--- src/rtl/xbus_pkg.sv ---
package xbus_pkg;

    typedef enum logic [2:0] {
        RQ_INT   = 3'd0,
        RQ_XCODE = 3'd1,
        RQ_RD16  = 3'd2,
        RQ_WR16  = 3'd3,
        RQ_RD8   = 3'd4,
        RQ_WR8   = 3'd5
    } req_kind_t;

    typedef enum logic [2:0] {
        ST_S1 = 3'd0,
        ST_S2 = 3'd1,
        ST_S3 = 3'd2,
        ST_S4 = 3'd3,
        ST_S5 = 3'd4,
        ST_S6 = 3'd5
    } mstate_t;

endpackage

--- src/rtl/xbus_seq.sv ---
module xbus_seq
    import xbus_pkg::*;
#(
    parameter int ADDR_W = 16,
    parameter int DATA_W = 8,
    localparam int HI_W  = ADDR_W - DATA_W
) (
    input  logic              clk,
    input  logic              rst,
    input  logic [2:0]        req_kind,
    input  logic [ADDR_W-1:0] req_addr,
    input  logic [DATA_W-1:0] req_wdata,
    input  logic [HI_W-1:0]   p2_sfr,
    input  logic              ale_off,
    output mstate_t           st,
    output logic              ph,
    output req_kind_t         kq,
    output logic [ADDR_W-1:0] aq,
    output logic [DATA_W-1:0] wq,
    output logic [HI_W-1:0]   pq,
    output logic              dq
);

    mstate_t st_nxt;
    logic    last;

    assign last = (st == ST_S6) && ph;

    always_comb begin
        unique case (st)
            ST_S1:   st_nxt = ST_S2;
            ST_S2:   st_nxt = ST_S3;
            ST_S3:   st_nxt = ST_S4;
            ST_S4:   st_nxt = ST_S5;
            ST_S5:   st_nxt = ST_S6;
            ST_S6:   st_nxt = ST_S1;
            default: st_nxt = ST_S1;
        endcase
    end

    always_ff @(posedge clk) begin
        if (rst) begin
            st <= ST_S1;
            ph <= 1'b0;
        end else begin
            ph <= ~ph;
            if (ph) st <= st_nxt;
        end
    end

    always_ff @(posedge clk) begin
        if (rst || last) begin
            kq <= (req_kind > 3'd5) ? RQ_INT : req_kind_t'(req_kind);
            aq <= req_addr;
            wq <= req_wdata;
            pq <= p2_sfr;
            dq <= ale_off;
        end
    end

    AST_CYCLE_WRAP: assert property (@(posedge clk) disable iff (rst)
        (st == ST_S6 && ph) |=> (st == ST_S1 && !ph));

    AST_PHASE_HOLD: assert property (@(posedge clk) disable iff (rst)
        !ph |=> $stable(st));

endmodule

--- src/rtl/xbus_strobes.sv ---
module xbus_strobes
    import xbus_pkg::*;
#(
    parameter int ADDR_W = 16,
    parameter int DATA_W = 8,
    localparam int HI_W  = ADDR_W - DATA_W
) (
    input  logic              clk,
    input  logic              rst,
    input  mstate_t           st,
    input  logic              ph,
    input  req_kind_t         kq,
    input  logic [ADDR_W-1:0] aq,
    input  logic [DATA_W-1:0] wq,
    input  logic [HI_W-1:0]   pq,
    input  logic              dq,
    output logic              ale,
    output logic              psen_n,
    output logic              rd_n,
    output logic              wr_n,
    output logic [DATA_W-1:0] lo_out,
    output logic              lo_oe,
    output logic [HI_W-1:0]   hi_out,
    output logic              hi_strong,
    output logic              cap_en
);

    localparam logic [ADDR_W-1:0] ONE = {{(ADDR_W-1){1'b0}}, 1'b1};

    logic              is_rd, is_wr, wide, late, ale_slot;
    logic [ADDR_W-1:0] fa;

    always_comb begin
        is_rd    = (kq == RQ_RD16) || (kq == RQ_RD8);
        is_wr    = (kq == RQ_WR16) || (kq == RQ_WR8);
        wide     = (kq == RQ_RD16) || (kq == RQ_WR16);
        late     = (st >= ST_S4);
        fa       = late ? aq + ONE : aq;
        ale_slot = !ph && ((st == ST_S1) || (st == ST_S4));

        ale       = 1'b0;
        psen_n    = 1'b1;
        rd_n      = 1'b1;
        wr_n      = 1'b1;
        lo_oe     = 1'b0;
        lo_out    = '0;
        hi_out    = pq;
        hi_strong = 1'b0;
        cap_en    = 1'b0;

        if (!rst) begin
            unique case (kq)
                RQ_XCODE: begin
                    ale       = ale_slot;
                    psen_n    = (st == ST_S1) || (st == ST_S4);
                    lo_oe     = (st == ST_S1) || (st == ST_S4);
                    lo_out    = lo_oe ? fa[DATA_W-1:0] : '0;
                    hi_out    = fa[ADDR_W-1:DATA_W];
                    hi_strong = 1'b1;
                    cap_en    = ph && ((st == ST_S3) || (st == ST_S6));
                end
                RQ_RD16, RQ_WR16, RQ_RD8, RQ_WR8: begin
                    ale    = !ph && (st == ST_S1);
                    rd_n   = !(is_rd && late);
                    wr_n   = !(is_wr && late);
                    lo_oe  = (st == ST_S1) || is_wr;
                    lo_out = (st == ST_S1) ? aq[DATA_W-1:0] : (is_wr ? wq : '0);
                    if (wide) begin
                        hi_out    = aq[ADDR_W-1:DATA_W];
                        hi_strong = 1'b1;
                    end
                    cap_en = is_rd && ph && (st == ST_S6);
                end
                default: begin
                    ale = ale_slot && !dq;
                end
            endcase
        end
    end

    AST_ALE_NARROW: assert property (@(posedge clk) disable iff (rst)
        ale |=> !ale);

    AST_NO_PSEN_IN_DATA: assert property (@(posedge clk) disable iff (rst)
        (!rd_n || !wr_n) |-> psen_n);

    AST_STROBE_QUIET_ALE: assert property (@(posedge clk) disable iff (rst)
        (!rd_n || !wr_n) |-> !ale);

    AST_READ_RELEASED: assert property (@(posedge clk) disable iff (rst)
        !rd_n |-> !lo_oe);

    AST_RW_EXCL: assert property (@(posedge clk) disable iff (rst)
        !(!rd_n && !wr_n));

endmodule

--- src/rtl/xbus_capture.sv ---
module xbus_capture #(
    parameter int DATA_W = 8
) (
    input  logic              clk,
    input  logic              rst,
    input  logic              cap_en,
    input  logic [DATA_W-1:0] lo_in,
    output logic [DATA_W-1:0] rdata,
    output logic              rdata_vld
);

    always_ff @(posedge clk) begin
        if (rst) begin
            rdata     <= '0;
            rdata_vld <= 1'b0;
        end else begin
            rdata_vld <= cap_en;
            if (cap_en) rdata <= lo_in;
        end
    end

    AST_RESET_NO_VLD: assert property (@(posedge clk)
        rst |=> !rdata_vld);

    AST_VLD_SINGLE: assert property (@(posedge clk) disable iff (rst)
        rdata_vld |=> !rdata_vld);

endmodule

--- src/rtl/xbus_cycle_gen.sv ---
module xbus_cycle_gen
    import xbus_pkg::*;
#(
    parameter int ADDR_W = 16,
    parameter int DATA_W = 8
) (
    input  logic                     clk,
    input  logic                     rst,
    input  logic [2:0]               req_kind,
    input  logic [ADDR_W-1:0]        req_addr,
    input  logic [DATA_W-1:0]        req_wdata,
    input  logic [ADDR_W-DATA_W-1:0] p2_sfr,
    input  logic                     ale_off,
    input  logic [DATA_W-1:0]        lo_in,
    output logic                     ale,
    output logic                     psen_n,
    output logic                     rd_n,
    output logic                     wr_n,
    output logic [DATA_W-1:0]        lo_out,
    output logic                     lo_oe,
    output logic [ADDR_W-DATA_W-1:0] hi_out,
    output logic                     hi_strong,
    output logic [DATA_W-1:0]        rdata,
    output logic                     rdata_vld
);

    localparam int HI_W = ADDR_W - DATA_W;

    mstate_t           st;
    logic              ph;
    req_kind_t         kq;
    logic [ADDR_W-1:0] aq;
    logic [DATA_W-1:0] wq;
    logic [HI_W-1:0]   pq;
    logic              dq;
    logic              cap_en;

    xbus_seq #(.ADDR_W(ADDR_W), .DATA_W(DATA_W)) u_seq (
        .clk       (clk),
        .rst       (rst),
        .req_kind  (req_kind),
        .req_addr  (req_addr),
        .req_wdata (req_wdata),
        .p2_sfr    (p2_sfr),
        .ale_off   (ale_off),
        .st        (st),
        .ph        (ph),
        .kq        (kq),
        .aq        (aq),
        .wq        (wq),
        .pq        (pq),
        .dq        (dq)
    );

    xbus_strobes #(.ADDR_W(ADDR_W), .DATA_W(DATA_W)) u_strb (
        .clk       (clk),
        .rst       (rst),
        .st        (st),
        .ph        (ph),
        .kq        (kq),
        .aq        (aq),
        .wq        (wq),
        .pq        (pq),
        .dq        (dq),
        .ale       (ale),
        .psen_n    (psen_n),
        .rd_n      (rd_n),
        .wr_n      (wr_n),
        .lo_out    (lo_out),
        .lo_oe     (lo_oe),
        .hi_out    (hi_out),
        .hi_strong (hi_strong),
        .cap_en    (cap_en)
    );

    xbus_capture #(.DATA_W(DATA_W)) u_cap (
        .clk       (clk),
        .rst       (rst),
        .cap_en    (cap_en),
        .lo_in     (lo_in),
        .rdata     (rdata),
        .rdata_vld (rdata_vld)
    );

endmodule

--- config.mk ---
export PLATFORM = sky130hd
export DESIGN_NAME = xbus_cycle_gen
export DESIGN_NICKNAME = d
export VERILOG_FILES = /design/src/rtl/xbus_pkg.sv /design/src/rtl/xbus_seq.sv /design/src/rtl/xbus_strobes.sv /design/src/rtl/xbus_capture.sv /design/src/rtl/xbus_cycle_gen.sv
export SDC_FILE = /design/constraint.sdc
export NUM_CORES = 1
export LEC_CHECK = 0
export BUFFER_PORTS_ARGS = -buffer_cell sky130_fd_sc_hd__buf_2
export CAP_MARGIN = 0
export CORE_ASPECT_RATIO = 2
export CORE_MARGIN = 2
export CORE_UTILIZATION = 35
export CTS_BUF_LIST = sky130_fd_sc_hd__clkbuf_4 sky130_fd_sc_hd__clkbuf_8
export CTS_CLUSTER_SIZE = 25
export DETAILED_ROUTE_END_ITERATION = 6
export GPL_TIMING_DRIVEN = 0
export PLACE_DENSITY = 0.62
export RECOVER_POWER = 50
export SYNTH_ARGS = -nofsm -noshare
export SYNTH_HDL_FRONTEND = slang
export SYNTH_SLANG_ARGS = --single-unit
--- constraint.sdc ---
create_clock -name clk -period 2.35 [get_ports clk]
set_input_delay 0.235 -clock clk [delete_from_list [all_inputs] [get_ports clk]]
set_output_delay 0.235 -clock clk [all_outputs]
set_load 0.005 [all_outputs]
==> results of run 1 <==
[synthesized netlist by cell type]
master | number | area, sq um
nand2_1 | 14 | 52.55
a22oi_1 | 1 | 7.510
a221oi_1 | 1 | 8.760
buf_6 | 4 | 45.04
nor2_1 | 21 | 78.83
dfxtp_1 | 13 | 260.3
a32oi_1 | 6 | 52.55
buf_4 | 2 | 15.01
edfxtp_1 | 36 | 1081
a311oi_1 | 1 | 8.760
o22ai_1 | 3 | 18.77
mux2i_1 | 1 | 10.01
nand3b_1 | 1 | 7.510
and3_1 | 5 | 31.28
a21o_1 | 3 | 22.52
nor2b_1 | 12 | 75.07
a222oi_1 | 1 | 10.01
o221a_2 | 1 | 11.26
inv_1 | 7 | 26.28
mux2_4 | 8 | 120.1
buf_2 | 3 | 15.01
or3_1 | 1 | 6.260
a21boi_0 | 2 | 15.01
nor3_2 | 2 | 20.02
clkbuf_1 | 5 | 18.77
a31oi_1 | 1 | 6.260
nand4_1 | 4 | 25.02
xor2_1 | 8 | 70.07
o21ai_1 | 2 | 10.01
ha_1 | 1 | 12.51
nand2b_1 | 4 | 25.02
nor3_1 | 7 | 35.03
xnor2_1 | 4 | 35.03
a211oi_1 | 1 | 7.510
nor3b_1 | 3 | 22.52
a211o_1 | 1 | 8.760
a21oi_1 | 20 | 100.1
o32ai_1 | 1 | 8.760
nor4_1 | 1 | 6.260
nand3_1 | 15 | 75.07
o21ai_0 | 12 | 60.06
[through the flow]
step	setup TNS [ps]	total power, W	setup WS (ps)	instances	area (sq um)
floorplan	0	0.001180	229.1	239	2526
CTS	0	0.001808	20.19	412	3123
finish	0	0.001803	83.31	414	3144
global placement	-15420	0.001287	-430.5	404	3014
detailed placement	0	0.001292	38.66	404	3017
global route	0	0.001892	0.1343	414	3144
[cell type report]
| class | instances | area [sq um] |
|---|---|---|
| buffer | 14 | 96.34 |
| clock buffer | 6 | 76.32 |
| clock inverter | 2 | 13.76 |
| fill | 698 | 3796 |
| inverter | 7 | 26.28 |
| multi-input combinational | 169 | 1096 |
| sequential | 49 | 1341 |
| tap | 90 | 112.6 |
| timing repair buffer | 77 | 381.6 |
[repair_timing]
item | CTS | global route
hold buffers | 0 | 0
endpoints found under the setup margin | 6 | 13
resized for setup | 4 | 8
pin swaps | 0 | 1
buffers inserted | 0 | 2
[state kept, by name, indices dropped and copies added, names as in the netlist]
name             count
u_cap.rdata          8
u_cap.rdata_vld      1
u_seq.aq            16
u_seq.dq             1
u_seq.kq             3
u_seq.ph             1
u_seq.pq             8
u_seq.st             3
u_seq.wq             8
[placed cells by master, fill, tap and decap left out, types with 3 or more instances in the layout]
cell / instances
buf_2: 70
edfxtp_1: 36
a21oi_1: 19
nor2_1: 18
nand2_1: 14
dfxtp_1: 13
clkbuf_1: 12
nand3_1: 12
o21ai_0: 12
nor2b_1: 12
xor2_1: 8
inv_1: 7
a32oi_1: 6
nor3_1: 6
and3_1: 5
mux2_1: 5
clkbuf_8: 5
buf_6: 4
buf_4: 4
nand4_1: 4
xnor2_1: 4
nand3_2: 3
o22ai_1: 3
a21o_1: 3
nand2b_1: 3
mux2_4: 3
[power by group]
group          internal (W)  switching (W)  total (W)
clock              0.000224       0.000299   0.000524
sequential         0.000974      0.0000279    0.00100
combinational      0.000122       0.000155   0.000277
[per-layer routing]
| metal | vias up | GRT usage | part of all wire |
|---|---|---|---|
| met4 | 0 | 0.09375 | 0.037 |
| met1 | 1006 | 0.1692 | 0.37 |
| met5 | - | 0 | 0 |
| met3 | 17 | 0.03252 | 0.047 |
| met2 | 59 | 0.2832 | 0.54 |
| li1 | 1051 | - | - |
[path summary, 6_finish.rpt]
path,startpoint,endpoint,slack [ps]
setup / recovery,u_seq.aq[1],hi_out[0],80
hold / removal,req_addr[15],u_seq.aq[15],80
setup reg to reg,u_seq.kq[1],u_cap.rdata[0],470
hold reg to reg,u_seq.ph,u_seq.ph,580
[kinds of logic (layout without fill, tap and decap cells)]
group,count (synthesis),after routing,synth area share
DFF,49,49,0.5310
xor gates and xnor gates,12,12,0.04160
muxes,9,9,0.05151
AOI/OAI and AO/OA,57,57,0.1412
buffers and inverters,21,106,0.04755
adders and majority gates,1,1,0.004952
and+or+nand+nor,90,90,0.1823
==> results list, run 1 <==
* Run status: finished clean
* Slew Limit Headroom: 0.3963
- Setup violations remaining at the end of the flow were counted as 0.
- Among all stages on the critical path, the largest delay is contributed by edfxtp_1.
* Clock input transition at the sequential cells of the worst setup and hold paths: 100 ps
- Using the TritonRoute via totals, the vias-per-cell ratio works out to 5.152.
* Min Hold Slack: 83.03 ps
- Dividing the final minimum period by the clock period gives 0.9645.
- For this configuration, the core starts out at a cell density of 0.3640.
- Signal arrival time at the worst endpoint: 2030 ps
- The number of nets in the synthesized netlist is 286.
* DRC Markers: 0
- Max IR drop VDD: 0.3383 mV
- Syn Inst Count: 239
- Wires add up to 6.192 mm.
- The H-tree was split into 2 levels.
- Class of the most critical setup path: reg2out
- In this run, CTS created clock tree buffers numbering 5.
* End-of-flow core utilization: 0.4530
- Clock tree from TritonCTS: done
- Count of nets left with antenna violations after detail routing: 0
* Highest attainable clock frequency: 441.2 MHz
- Before antenna repair, the detailed router went through 5 iterations.
* Mean post-synth cell area: 10.57 sq um
- For the pin with the worst max-slew slack, the measured transition is 905.5 ps.
- The die covers 0.007955 sq mm.
* Final-report max-slew violation count: 0
* Worst min path class: in2reg
- Along the worst hold path, the cell count comes to 1.
- RSZ-0062 raised after global routing: false
- The final layout contains 370 nets.
- Remaining Overflow, GRT: 0
* Die Height: 124.1 microns
- In this run the core area contains 43 standard-cell rows.
* Total leakage power: 1.275 nW
- Buf+Inv Stages, Crit Path: 1
* Area growth, synth to finish: 24.47%
- Routed length per placed instance: 14.96 microns
- Die outline width: 64.08 microns
* Number of antenna violations at the first check in global routing: 0
- The core region is 0.006940 sq mm.
- Summing over every cut layer, the via total after detailed routing is 2133.
- Maximum fanout count along the critical path: 3
- Share of final-layout standard cells stronger than drive strength 1: 0.3179
- Number of unique standard cell types used by synthesis: 41
- The critical path runs through a total of 7 cells.
* Half-perimeter wire length of the detailed placement result: 4.555 mm
* CTS sink count: 49
* Wire length of the first global-routing pass: 9.535 mm
* Sequential element share of the synthesized area: 0.5310
* Global-route usage over all layers: 0.1585
* Family with the most delay on the worst path: simple AND/OR/NAND/NOR gates
* Type of element launching the critical path: register
- Global placement routability congestion: 0.8342
* Category of the worst setup path capture point: primary output
* Final hold viol count: 0
* Skew final: 12.57 ps
- For this block, the initial DRC count from the detailed router was 127.
- STA puts the critical path data required time at 2120 ps.
- Via count of the first global-routing pass: 2050
- Power per Cell Area: 573.3 mW/mm^2
- Clock tree root buffer cell: clkbuf_8
* Number of top-level pins: 77
- Max capacitance violation total: 0
- The count of buffers added on input and output ports is 75.
- Count of state elements after synthesis: 49
- In this run the cell area of the synthesized design comes to 0.002526 sq mm.
- Maximum cell stage delay along the critical path: 400 ps
* Maximum number of pins on one net before global-route repair: 37
- Antenna fix cells: 0
- The Yosys step of the flow raised 0 warnings.
- Maximum root-to-sink buffer count: 2
* Ordered list of cells on the worst path: ha_1 -> nand3_1 -> nand2b_1 -> nor4_1 -> o32ai_1 -> a21oi_1 -> buf_2
- Insertion delay of the later-clocked pin in the worst-skew pair: 320 ps
* Logic depth of the worst register-to-register path: 7
* Time the final worst path needs with I/O delays and setup: 2267 ps
Note: power is estimated with default switching activity, not from simulation.
==> inputs of run 2 (changes only) <==
--- a/config.mk
+++ b/config.mk
@@ -5,8 +5,8 @@
 export SDC_FILE = /design/constraint.sdc
 export NUM_CORES = 1
 export LEC_CHECK = 0
+export ABC_AREA = 1
 export BUFFER_PORTS_ARGS = -buffer_cell sky130_fd_sc_hd__buf_2
-export CAP_MARGIN = 0
 export CORE_ASPECT_RATIO = 2
 export CORE_MARGIN = 2
 export CORE_UTILIZATION = 35
@@ -14,7 +14,8 @@
 export CTS_CLUSTER_SIZE = 25
 export DETAILED_ROUTE_END_ITERATION = 6
 export GPL_TIMING_DRIVEN = 0
-export PLACE_DENSITY = 0.62
+export MAX_ROUTING_LAYER = met4
+export PLACE_DENSITY = 0.61
 export RECOVER_POWER = 50
 export SYNTH_ARGS = -nofsm -noshare
 export SYNTH_HDL_FRONTEND = slang
==> run 2 against run 1 <==
  * Combinational power is 3% higher
  * Sequential share of layout area is 1.4 points lower
  * Non-clock buffer count is 11 lower
  * Via count is 16% higher
  * Cell count is 22% higher
  * First-iteration DRC count is 10% higher
  * Worst setup slack better by 110 ps
  * Core utilization is 2.3 points lower
  * Register-to-register slack worse by 200 ps
  * Total power hardly changed
  * Largest cell class unchanged
==> results list, run 2 <==
- Among all cell types in the netlist, the one instantiated most often is nand2_1.
- Mean post-synth cell area: 8.226 sq um
- The sequential cells in the finished layout cover a total of 0.001341 sq mm.
- The clock drives 49 sinks.
- Pin placement for this block handled 77 I/O pins.
* End-of-flow core utilization: 0.4305
* TritonRoute pass-1 iters: 4
- Setup violations remaining at the end of the flow were counted as 0.
- Remaining Overflow, GRT: 0
- FP Rows: 45
* Die outline width: 66.18 microns
- For this block, the routed nets add up to 7.032 mm of wire.
* Power per Cell Area: 554.8 mW/mm^2
- Measured against its own limit, the worst slew margin works out to 0.4266.
* Total chip power: 0.001802 W
- Type of element launching the critical path: register
* Dominant cells by area after synthesis: edfxtp_1 (40%), nand2_1 (13%), dfxtp_1 (9.6%)
* Signal arrival time at the worst endpoint: 1920 ps
- The worst hold path begins at req_addr[3].
- For the worst setup path, the data required time is 2120 ps.
- The largest total area in the synthesized netlist belongs to edfxtp_1.
- Number of unique standard cell types used by synthesis: 31
- Die area: 0.008495 sq mm
- Nets@finish: 458
- Total leakage power: 1.515 nW
- Core area: 0.007545 sq mm
- Of all nets on the critical path, the largest fanout is 9.
- From bottom edge to top edge, the die measures 128.4 microns.
- Across every metal layer, demand over resource in global routing totals 0.1784.
- For this configuration, the core starts out at a cell density of 0.3587.
- Number of buffers added by the clock tree synthesis step: 5
- RSZ-0062 raised after global routing: false
* Number of enable flip-flop cells after synthesis: 36
* Clock tree from TritonCTS: done
- The hold violation count in the final report is 0.
* Combined area of the multi-input logic cells: 0.001126 sq mm
- Via count of the first global-routing pass: 2521
* Global placement routability congestion: 0.9009
- CTS-repair resized insts: 0
- Count of state elements after synthesis: 49
- The number of antenna violations at the first check in global routing is 0.
- Post-Syn Area: 0.002706 sq mm
* Area growth, synth to finish: 20.02%
- The critical path in this run is classified as reg2out.
- Of the post-synthesis cell area, the dominant cell type holds 0.3994.
- Antenna fix cells: 0
* Commonest cells post-synth: nand2_1 (91), nand3_1 (44), inv_1 (43), edfxtp_1 (36), nor2_1 (17)
* Logic depth of the worst register-to-register path: 7
* Time the final worst path needs with I/O delays and setup: 2152 ps
- The run finished with clean final reports.
- The clock tree synthesis step divided the H-tree into 2 levels.
- Destination of the worst register-to-register timing path: u_cap.rdata[7]
- Half-perimeter wire length of the detailed placement result: 5.506 mm
* Skew final: 9.194 ps
- Number of setup buffers added after CTS: 0
- DRC Markers: 0
- Max capacitance violation total: 0
- The startpoint identified for the worst register-to-register timing path is u_seq.kq[1].
- Iteration-0 DRC count of the detailed router: 140
- Final-report max-slew violation count: 0
* Clock input transition at the sequential cells of the worst setup and hold paths: 100 ps
* Post-detailed-route via-to-cell ratio: 4.891
* Leading cell type in the layout, fill and taps excluded: nand2_1
* Largest register by flop count: u_seq.aq
- Reg-to-reg slack, setup: 270 ps
- STA classifies the critical path endpoint as a primary output.
- Counting along the longest clock path gives a buffer depth of 2.
- Insertion delay of the later-clocked pin in the worst-skew pair: 310 ps
* Clock tree root buffer cell: clkbuf_8
- Syn Inst Count: 329
- In the layout the commonest cells are nand2_1 (92), buf_2 (70), inv_1 (45).
* Worst min path class: in2reg
- Maximum number of pins on one net before global-route repair: 37
- Total Negative Setup Slacks: 0 ps
- Async S/R FF share, synth: 0
- Of the synthesized area, sequential elements account for 0.4956.
* Max IR drop VDD: 0.4082 mV
- The register with the most flip-flops in the layout has 16 of them.
* Number of nets produced by synthesis: 376
- Once detail routing completed, the nets flagged for antenna violations numbered 0.
- CTS Hold Bufs: 0
- Based on the critical path, the design can be clocked at up to 464.7 MHz.
* Least-Margin Pin Slew: 860.1 ps
* Fillcell total: 810
- The first global-routing pass estimated 11.29 mm of wire.
* Number of I/O port buffers: 75
- Share of final-layout standard cells stronger than drive strength 1: 0.2500
- Final worst-path cycle share: 0.9157
* Via total after detailed routing: 2475
- WHS Path Cells: 1
- Most common flop cell mapped by yosys: edfxtp_1
* Worst-case hold path end point: u_seq.aq[3]
* Routed length per placed instance: 13.90 microns
- For this run, the number of Yosys warnings is 0.
## run 2: changes by cell type in the layout (fill, tap and decap cells not counted), sizes merged, moves of 6 or more
cell   before  now
nand2      14   99
inv         8   51
nand3      15   47
nor2b      12    0
nand4       4   13
a21oi      20   12
mux2        8    0
xor2        8    0
buf        78   71
a32oi       6    0
## run 2: layout make-up
class,instances,area share
sequential,49,0.4129
multi-input combinational,226,0.3467
timing repair buffer,75,0.1129
inverter,49,0.05663
tap,94,0.03621
clock buffer,5,0.02119
buffer,5,0.007704
clock inverter,3,0.005778
## run 2: worst max-delay path: stages, from the launching register on
cell,delay (ps)
dfxtp_1,370
inv_1,280
nand3_2,270
nor2_1,140
o21ai_0,90
nand2_1,80
inv_1,30
a21oi_1,200
buf_2,160
## run 2: cells by family after synthesis
group,share of synthesized area
adder cells (fa/ha/maj),0.004622
AO/OA/AOI/OAI,0.07906
flip-flops,0.4956
buffers and inverters,0.07721
AND/OR/NAND/NOR,0.3435
## run 2: where the power goes
| part | switching (W) | internal, W | leakage [nW] | total [W] |
|---|---|---|---|---|
| sequential | 0.0000294 | 0.000973 | 0.459 | 0.00100 |
| combinational | 0.000177 | 0.000108 | 1.01 | 0.000285 |
| clock | 0.000302 | 0.000212 | 0.0493 | 0.000514 |
## run 2: through the flow
step	std cells	setup slack (ps)	hold WS, ps	instance area, sq um
after floorplan	329	684.2	333.9	2706
after global placement	498	357.0	413.4	3199
after detailed placement	498	316.2	413.1	3199
after CTS	506	183.7	80.90	3287
after global routing	506	20.18	82.76	3248
final	506	198.1	88.11	3248
## run 2: worst max-delay path by stage
stage,startpoint,end,cells after the start
finish,u_seq.st[2],lo_out[1],8
global route,u_seq.kq[1],lo_out[7],8
CTS,u_seq.kq[1],lo_out[6],8
detailed placement,u_seq.ph,u_seq.aq[6],3
global placement,u_seq.ph,u_seq.aq[4],3
floorplan,u_seq.ph,u_seq.aq[0],3
## run 2: per-layer routing
metal / vias up / share of wire / wire length (microns) / GRT usage
met3: 13 / 0.047 / 330 / 0.02535
met5: - / 0 / 0 / -
met1: 1120 / 0.36 / 2552 / 0.1789
li1: 1266 / - / - / -
met4: 0 / 0.028 / 200 / 0.08163
met2: 76 / 0.56 / 3949 / 0.3282
